**config.mk**
```make
export PLATFORM = sky130hd
export DESIGN_NAME = hzext_unit
export DESIGN_NICKNAME = d
export VERILOG_FILES = /design/src/rtl/hzext_pkg.sv /design/src/rtl/hzext_match.sv /design/src/rtl/hzext_format.sv /design/src/rtl/hzext_stage.sv /design/src/rtl/hzext_unit.sv
export SDC_FILE = /design/constraint.sdc
export NUM_CORES = 1
export LEC_CHECK = 0
export CORE_AREA = 2 2 67 69
export DETAILED_ROUTE_END_ITERATION = 7
export DIE_AREA = 0 0 69 71
export DONT_BUFFER_PORTS = 1
export PLACE_DENSITY_LB_ADDON = 0.1
export SLEW_MARGIN = 20
export SYNTH_ARGS = -nofsm -noshare
export SYNTH_HDL_FRONTEND = slang
export SYNTH_SLANG_ARGS = --single-unit
```
**constraint.sdc**
```tcl
create_clock -name clk -period 0.8 [get_ports clk]
set_input_delay 0.08 -clock clk [delete_from_list [all_inputs] [get_ports clk]]
set_output_delay 0.08 -clock clk [all_outputs]
set_load 0.05 [all_outputs]
```
**src/rtl/hzext_pkg.sv**
```systemverilog
package hzext_pkg;
    localparam int XLEN     = 64;
    localparam int HALF_W   = 16;
    localparam int REGIDX_W = 5;
    localparam int INSN_W   = 32;

    localparam logic [6:0] F7_ZEXT   = 7'b0000100;
    localparam logic [2:0] F3_ZEXT   = 3'b100;
    localparam logic [6:0] OP_NARROW = 7'b0110011;
    localparam logic [6:0] OP_WIDE   = 7'b0111011;

    typedef struct packed {
        logic                hit;
        logic                illegal;
        logic [REGIDX_W-1:0] rd;
        logic [REGIDX_W-1:0] rs1;
        logic [XLEN-1:0]     res;
    } dec_out_t;
endpackage

```
**src/rtl/hzext_match.sv**
```systemverilog
module hzext_match
    import hzext_pkg::*;
(
    input  logic [INSN_W-1:0] insn_i,
    input  logic              wide_mode_i,
    input  logic              ext_en_i,
    output logic              hit_o,
    output logic              illegal_o
);
    logic fields_ok;
    logic is_narrow;
    logic is_wide;
    logic native;
    logic foreign;

    always_comb begin
        fields_ok = (insn_i[31:25] == F7_ZEXT) && (insn_i[24:20] == '0)
                    && (insn_i[14:12] == F3_ZEXT);
        is_narrow = fields_ok && (insn_i[6:0] == OP_NARROW);
        is_wide   = fields_ok && (insn_i[6:0] == OP_WIDE);
        native    = wide_mode_i ? is_wide : is_narrow;
        foreign   = wide_mode_i ? is_narrow : is_wide;
        hit_o     = native && ext_en_i;
        illegal_o = foreign || (native && !ext_en_i);
    end

    always_comb begin
        assert (!(hit_o && illegal_o) || $isunknown(insn_i))
            else $error("p_flag_excl_comb_r9");
    end
endmodule

```
**src/rtl/hzext_format.sv**
```systemverilog
module hzext_format
    import hzext_pkg::*;
(
    input  logic              hit_i,
    input  logic [INSN_W-1:0] insn_i,
    input  logic [XLEN-1:0]   src_val_i,
    output logic [REGIDX_W-1:0] rd_o,
    output logic [REGIDX_W-1:0] rs1_o,
    output logic [XLEN-1:0]   res_o
);
    localparam int UPPER_W = XLEN - HALF_W;

    always_comb begin
        rd_o  = '0;
        rs1_o = '0;
        res_o = '0;
        if (hit_i) begin
            rd_o  = insn_i[11:7];
            rs1_o = insn_i[19:15];
            res_o = {{UPPER_W{1'b0}}, src_val_i[HALF_W-1:0]};
        end
    end
endmodule

```
**src/rtl/hzext_stage.sv**
```systemverilog
module hzext_stage
    import hzext_pkg::*;
#(
    parameter bit REG_OUT = 1'b1
) (
    input  logic     clk,
    input  logic     rst_n,
    input  dec_out_t in_i,
    output dec_out_t out_o
);
    dec_out_t out_d;

    always_comb begin
        out_d = in_i;
    end

    generate
        if (REG_OUT) begin : g_reg
            dec_out_t out_q;
            always_ff @(posedge clk or negedge rst_n) begin
                if (!rst_n) out_q <= '0;
                else        out_q <= out_d;
            end
            assign out_o = out_q;
        end else begin : g_comb
            assign out_o = out_d;
        end
    endgenerate

    p_flag_excl_r9: assert property (@(posedge clk) disable iff (!rst_n)
        !(out_o.hit && out_o.illegal));
    p_upper_zero_r5: assert property (@(posedge clk) disable iff (!rst_n)
        out_o.res[XLEN-1:HALF_W] == '0);
    p_quiet_miss_r7: assert property (@(posedge clk) disable iff (!rst_n)
        !out_o.hit |-> (out_o.res == '0 && out_o.rd == '0 && out_o.rs1 == '0));
endmodule

```
**src/rtl/hzext_unit.sv**
```systemverilog
module hzext_unit
    import hzext_pkg::*;
#(
    parameter bit REG_OUT = 1'b1
) (
    input  logic                clk,
    input  logic                rst_n,
    input  logic [INSN_W-1:0]   insn_i,
    input  logic                wide_mode_i,
    input  logic                ext_en_i,
    input  logic [XLEN-1:0]     src_val_i,
    output logic                hit_o,
    output logic                illegal_o,
    output logic [REGIDX_W-1:0] dst_idx_o,
    output logic [REGIDX_W-1:0] src_idx_o,
    output logic [XLEN-1:0]     result_o
);
    logic     hit_c;
    logic     illegal_c;
    dec_out_t dec_c;
    dec_out_t dec_s;

    hzext_match u_match (
        .insn_i      (insn_i),
        .wide_mode_i (wide_mode_i),
        .ext_en_i    (ext_en_i),
        .hit_o       (hit_c),
        .illegal_o   (illegal_c)
    );

    hzext_format u_format (
        .hit_i     (hit_c),
        .insn_i    (insn_i),
        .src_val_i (src_val_i),
        .rd_o      (dec_c.rd),
        .rs1_o     (dec_c.rs1),
        .res_o     (dec_c.res)
    );

    assign dec_c.hit     = hit_c;
    assign dec_c.illegal = illegal_c;

    hzext_stage #(.REG_OUT(REG_OUT)) u_stage (
        .clk   (clk),
        .rst_n (rst_n),
        .in_i  (dec_c),
        .out_o (dec_s)
    );

    assign hit_o     = dec_s.hit;
    assign illegal_o = dec_s.illegal;
    assign dst_idx_o = dec_s.rd;
    assign src_idx_o = dec_s.rs1;
    assign result_o  = dec_s.res;

    generate
        if (REG_OUT) begin : g_chk
            p_result_src_r5: assert property (@(posedge clk) disable iff (!rst_n)
                hit_o |-> result_o[HALF_W-1:0] == $past(src_val_i[HALF_W-1:0]));
            p_dst_idx_r7: assert property (@(posedge clk) disable iff (!rst_n)
                hit_o |-> dst_idx_o == $past(insn_i[11:7]));
            p_illegal_op_r3: assert property (@(posedge clk) disable iff (!rst_n)
                illegal_o |-> ($past(insn_i[6:0]) == OP_NARROW
                               || $past(insn_i[6:0]) == OP_WIDE));
        end
    endgenerate
endmodule

```
==> out/metrics.csv, run 1 <==
stage,metric,value,unit
power,leakage dissipation,1.07,nW
finish,diodes inserted,0,
synthesis,distinct cell type count after synthesis,17,
sta,setup TNS,-6.64,ns
synthesis,synthesis warning total,0,
floorplanning,DIE WIDTH,69,um
finish,Layout Nets,276,
clocking,maximum root-to-sink buffer count,2,
run_status,result of the run,"finished, violations left",
clocking,CTS tree,yes,
synthesis,Gate Count Post-Synth,122,
sta,unrepaired setup endpoints after global routing,yes,
global_routing,residual overflow from global routing,0,
global_routing,GRT Util Overall,0.111,
critical_path,type of the setup path with the least slack,input port to flop,
sta,Final WS setup,-0.169,ns
clocking,cell at the root of the clock tree,sky130_fd_sc_hd__clkbuf_8,
global_routing,number of antenna violations at the first check in global routing,0,
floorplanning,Initial Utilization,0.345,
routing,Iteration-0 DRC Markers,27,
finish,layout overhead on the synthesized area,53.7,%
clocking,# H-tree levels,1,
sta,"Hold Violations, Final",0,
synthesis,synthesized cell area,1450,um^2
placement,post-placement cell area,1910,um^2
finish,"leading cell types in the layout, fill and taps excluded","sky130_fd_sc_hd__conb_1 (48), sky130_fd_sc_hd__buf_12 (32), sky130_fd_sc_hd__dfrtp_1 (28)",
sta,final-report max-slew violation count,0,
finish,most common library cell in the layout ignoring fill and taps,sky130_fd_sc_hd__conb_1,
power,power per cell area,1260,nW/um^2
floorplanning,vertical die dimension,71,um
global_routing,via count of the first global-routing pass,887,
worst_hold_path,Hold WC Path Type,input port to flop,
finish,post-route design area,2230,um^2
placement,pre-CTS WS,-0.441,ns
placement,sum of net half-perimeters after detailed placement,2.17,mm
finish,Largest register FFs,28,
clocking,number of buffers added by the clock tree synthesis step,3,
power,maximum vdd ir drop,576,uV
finish,fill cell instance count of the final layout,383,
flow_run,reported max-cap violation count,0,
clocking,total of cells resized after clock tree synthesis,0,
floorplanning,total die area,4900,um^2
critical_path,CP Capture Type,flop,
placement,count of input and output buffers,0,
finish,fraction of final layout cells with drive strength greater than 1,0.259,
clocking,"Reg clk slew, reported paths",0.08,ns
sta,Final setup viols,56,
routing,drc violations,0,
run_status,violated checks,setup timing,
critical_path,CP max FO,28,
floorplanning,std cell rows,24,
synthesis,sequential area share after synthesis,0.483,
routing,average detailed-routed wire length per instance,12.6,um
critical_path,Critical Path RT,1.00,ns
global_routing,wire length of the first global-routing pass,4.27,mm
routing,DRT Pass-1 Iters,4,
routing,via count,960,
floorplanning,number of primary I/O pins,176,
floorplanning,Std-Cell Core Area,4200,um^2
routing,drt via density,4.25,
routing,total routed wirelength,2.84,mm
sta,minimum clock period,0.969,ns
routing,remaining number of nets flagged by the antenna check after routing,0,
placement,routability cong.,0.688,
synthesis,flip-flop and latch count after synthesis,28,
synthesis,post-synthesis average cell area,11.9,um^2
placement,number of placed instances with taps included,196,
global_routing,maximum number of pins on one net before global-route repair,29,
finish,non-filler cells in the finished layout,226,
sta,post-route clock period utilization,1.21,
sta,Fmax,1.03,GHz
critical_path,Worst setup SP type,input port,
critical_path,endpoint arrival time on the critical path,1.17,ns
clocking,Num Clock Sinks,28,
per-layer routing:
| metal | up-vias | track usage | part of all wire |
|---|---|---|---|
| met2 | 84 | 0.201 | 0.54 |
| li1 | 434 | - | - |
| met1 | 438 | 0.117 | 0.32 |
| met5 | - | 0 | 0 |
| met4 | 0 | 0.0545 | 0.016 |
| met3 | 4 | 0.0356 | 0.12 |
worst max-delay path, stage by stage:
cell	delay (ns)
sky130_fd_sc_hd__or4b_4	0.53
sky130_fd_sc_hd__nor3_4	0.16
sky130_fd_sc_hd__buf_12	0.18
sky130_fd_sc_hd__and4_2	0.22
path summary, 6_finish.rpt:
kind	slack, ns	to	cells after the start	start
max	-0.17	u_stage.out_o[64]	4	insn_i[23]
min	0.01	u_stage.out_o[64]	1	insn_i[15]
max in group asynchronous	0.39	u_stage.out_o[75]	2	rst_n
min in group asynchronous	0.25	u_stage.out_o[70]	2	rst_n
final cells by class:
type	instances	area [um^2]	share of cell area
flip-flops and latches	28	701	0.314
well taps	52	65.1	0.0292
repair buffers	58	901	0.404
clock buffers	3	41.3	0.0185
multi-input cells	85	520	0.234
where the power goes:
part	leakage [nW]	switching (mW)	total (mW)	internal [mW]
Combinational	0.652	0.572	0.699	0.127
Clock	0.0216	0.359	0.695	0.336
Sequential	0.391	0.000000208	1.41	1.41
synthesized netlist by cell type, drive strengths merged:
master  count  area [um^2]
and2        1         6.26
and3        1         6.26
and3b       1         8.76
and4       27          246
buf        51          387
clkbuf      5         18.8
conb        1         3.75
dfrtp      28          701
nor3        2         21.3
nor4b       1         8.76
nor4bb      2         20.0
or4b        1         13.8
xnor2       1         8.76
metrics by stage:
step / util / power, mW / hold WS (ns)
floorplan: - / 2.16 / -0.216
global placement: 0.454 / 1.99 / -0.215
detailed placement: 0.454 / 1.99 / -0.215
CTS: 0.523 / 2.82 / 0.00180
global route: 0.530 / 2.95 / 0.00106
finish: 0.530 / 2.81 / 0.0147
logic make-up (layout without fill, tap and decap cells):
group / Yosys count / count (layout) / synth area share
AND/OR/NAND/NOR: 36 / 36 / 0.229
flip-flops: 28 / 28 / 0.483
buffers and inverters: 56 / 61 / 0.280
XOR/XNOR: 1 / 1 / 0.00604
other: 1 / 48 / 0.00259
timing repair:
item | CTS | global route
setup buffers | 0 | 0
cloned | 0 | 0
hold buffers | 24 | 3
endpoints found under the setup margin | 56 | 56
endpoints found under the hold margin | 50 | 3
No activity file was read; power rests on OpenSTA's default activity.
==> inputs of run 2 (changes only) <==
--- a/config.mk
+++ b/config.mk
@@ -10,6 +10,8 @@
 export DIE_AREA = 0 0 69 71
 export DONT_BUFFER_PORTS = 1
 export PLACE_DENSITY_LB_ADDON = 0.1
+export REMOVE_ABC_BUFFERS = 1
+export SKIP_CTS_REPAIR_TIMING = 1
 export SLEW_MARGIN = 20
 export SYNTH_ARGS = -nofsm -noshare
 export SYNTH_HDL_FRONTEND = slang
==> run 2 against run 1 <==
Against the previous run:
- the run still ends with setup timing left
- non-clock buffer count is 2 higher
- sequential cell count unchanged
- critical path depth is the same
- utilization is 0.83 points higher
- critical path type unchanged
- critical endpoint is now u_stage.out_o[71]
- highest routed layer unchanged
==> out/metrics.csv, run 2 (synthesized netlist as in run 1, its figures left out) <==
stage,metric,value,unit,change
sta,setup TNS,-6.76,ns,-0.121 ns
finish,diodes inserted,0,,unchanged
critical_path,CP Capture Type,flop,,
global_routing,maximum number of pins on one net before global-route repair,29,,unchanged
clocking,cell at the root of the clock tree,sky130_fd_sc_hd__clkbuf_8,,
finish,fraction of final layout cells with drive strength greater than 1,0.266,,+0.00692
clocking,Num Clock Sinks,28,,unchanged
sta,unrepaired setup endpoints after global routing,yes,,
floorplanning,std cell rows,24,,unchanged
finish,post-route core utilization,0.538,,+0.00833
power,leakage dissipation,1.09,nW,+1.9%
placement,pre-CTS WS,-0.443,ns,-0.00256 ns
sta,Final setup viols,56,,unchanged
placement,count of input and output buffers,0,,unchanged
global_routing,wire length of the first global-routing pass,3.97,mm,-7.0%
finish,most common library cell in the layout ignoring fill and taps,sky130_fd_sc_hd__conb_1,,
critical_path,CP max FO,28,,unchanged
finish,Layout Nets,278,,+0.72%
clocking,CTS tree,yes,,
routing,drt via density,4.14,,-2.4%
power,power per cell area,1410,nW/um^2,+12%
global_routing,number of antenna violations at the first check in global routing,0,,unchanged
critical_path,type of the setup path with the least slack,input port to flop,,
worst_hold_path,Hold WC Path Type,input port to flop,,
power,maximum vdd ir drop,639,uV,+11%
critical_path,Critical Path Sink,u_stage.out_o[71],,
sta,minimum clock period,0.955,ns,-0.0136 ns
critical_path,endpoint arrival time on the critical path,1.17,ns,about the same
finish,"leading cell types in the layout, fill and taps excluded","sky130_fd_sc_hd__conb_1 (48), sky130_fd_sc_hd__buf_12 (31), sky130_fd_sc_hd__dfrtp_1 (28)",,
critical_path,CP startpoint,insn_i[23],,
sta,"Hold Violations, Final",0,,unchanged
placement,routability cong.,0.688,,about the same
routing,DRT Pass-1 Iters,4,,unchanged
sta,Final WS setup,-0.155,ns,+0.0136 ns
run_status,result of the run,"finished, violations left",,
global_routing,GRT Util Overall,0.103,,-0.00805
global_routing,residual overflow from global routing,0,,unchanged
flow_run,reported max-cap violation count,0,,unchanged
finish,fill cell instance count of the final layout,399,,+4.2%
placement,post-placement cell area,1900,um^2,-0.26%
finish,Largest register FFs,28,,unchanged
floorplanning,total die area,4900,um^2,unchanged
critical_path,Worst setup SP type,input port,,
sta,post-route clock period utilization,1.19,,-0.0169
floorplanning,Initial Utilization,0.345,,unchanged
finish,layout overhead on the synthesized area,56.1,%,
routing,remaining number of nets flagged by the antenna check after routing,0,,unchanged
run_status,violated checks,setup timing,,
critical_path,Critical Path RT,1.01,ns,about the same
sta,Fmax,1.05,GHz,+1.4%
clocking,"Reg clk slew, reported paths",0.09,ns,about the same
clocking,# H-tree levels,1,,unchanged
floorplanning,Std-Cell Core Area,4200,um^2,unchanged
finish,post-route design area,2260,um^2,+1.6%
routing,total routed wirelength,2.85,mm,+0.42%
sta,hold_ws,0.165,ns,+0.150 ns
floorplanning,DIE WIDTH,69,um,unchanged
global_routing,via count of the first global-routing pass,818,,-7.8%
clocking,maximum root-to-sink buffer count,2,,unchanged
routing,average detailed-routed wire length per instance,12.5,um,-0.89%
sta,final-report max-slew violation count,0,,unchanged
clocking,number of buffers added by the clock tree synthesis step,3,,unchanged
routing,via count,949,,-1.1%
routing,Iteration-0 DRC Markers,11,,-59%
floorplanning,number of primary I/O pins,176,,unchanged
routing,drc violations,0,,unchanged
floorplanning,vertical die dimension,71,um,unchanged
placement,sum of net half-perimeters after detailed placement,2.20,mm,+1.2%
run 2: changes by cell type in the layout (fill, tap and decap cells not counted):
| cell | change |
|---|---|
| sky130_fd_sc_hd__buf_12 | -1 |
| sky130_fd_sc_hd__buf_4 | +2 |
| sky130_fd_sc_hd__bufinv_16 | +1 |
| sky130_fd_sc_hd__dlygate4sd3_1 | +1 |
run 2: per-stage QoR:
stage | total power [mW] | cells
after floorplan | 1.96 | 113
after global placement | 1.99 | 197
after detailed placement | 1.99 | 197
after CTS | 3.08 | 201
after global routing | 3.34 | 229
final | 3.20 | 229
run 2: per-layer routing:
metal  GRT usage  wire [um]
met4      0.0523         27
met2       0.174       1490
met3      0.0285        304
met1       0.121       1030
met5           0          0
run 2: cell type report:
cell class,count,area (um^2),area share
timing repair buffer,60,906,0.400
sequential,28,701,0.310
multi-input combinational,85,520,0.230
tap,52,65.1,0.0287
clock buffer,3,41.3,0.0182
clock inverter,1,30.0,0.0133
run 2: worst min path at each step:
stage / from / end / slack [ns] / depth (start not counted)
2_1_floorplan: rst_n / u_stage.out_o[0] / -0.22 / 0
3_5_place_dp: rst_n / u_stage.out_o[12] / -0.21 / 0
5_1_grt: insn_i[21] / u_stage.out_o[74] / 0.16 / 3
4_1_cts: rst_n / u_stage.out_o[69] / -0.52 / 0
6_report: insn_i[21] / u_stage.out_o[74] / 0.17 / 3
3_3_place_gp: rst_n / u_stage.out_o[12] / -0.21 / 0
run 2: critical path, stage by stage:
cell	delay, ns
sky130_fd_sc_hd__or4b_4	0.53
sky130_fd_sc_hd__nor3_4	0.16
sky130_fd_sc_hd__buf_12	0.18
sky130_fd_sc_hd__and4_2	0.22
run 2: power by group:
group	switching (mW)	total, mW	internal [mW]
Combinational	0.569	0.694	0.125
Clock	0.424	1.09	0.669
Sequential	0.000000211	1.41	1.41
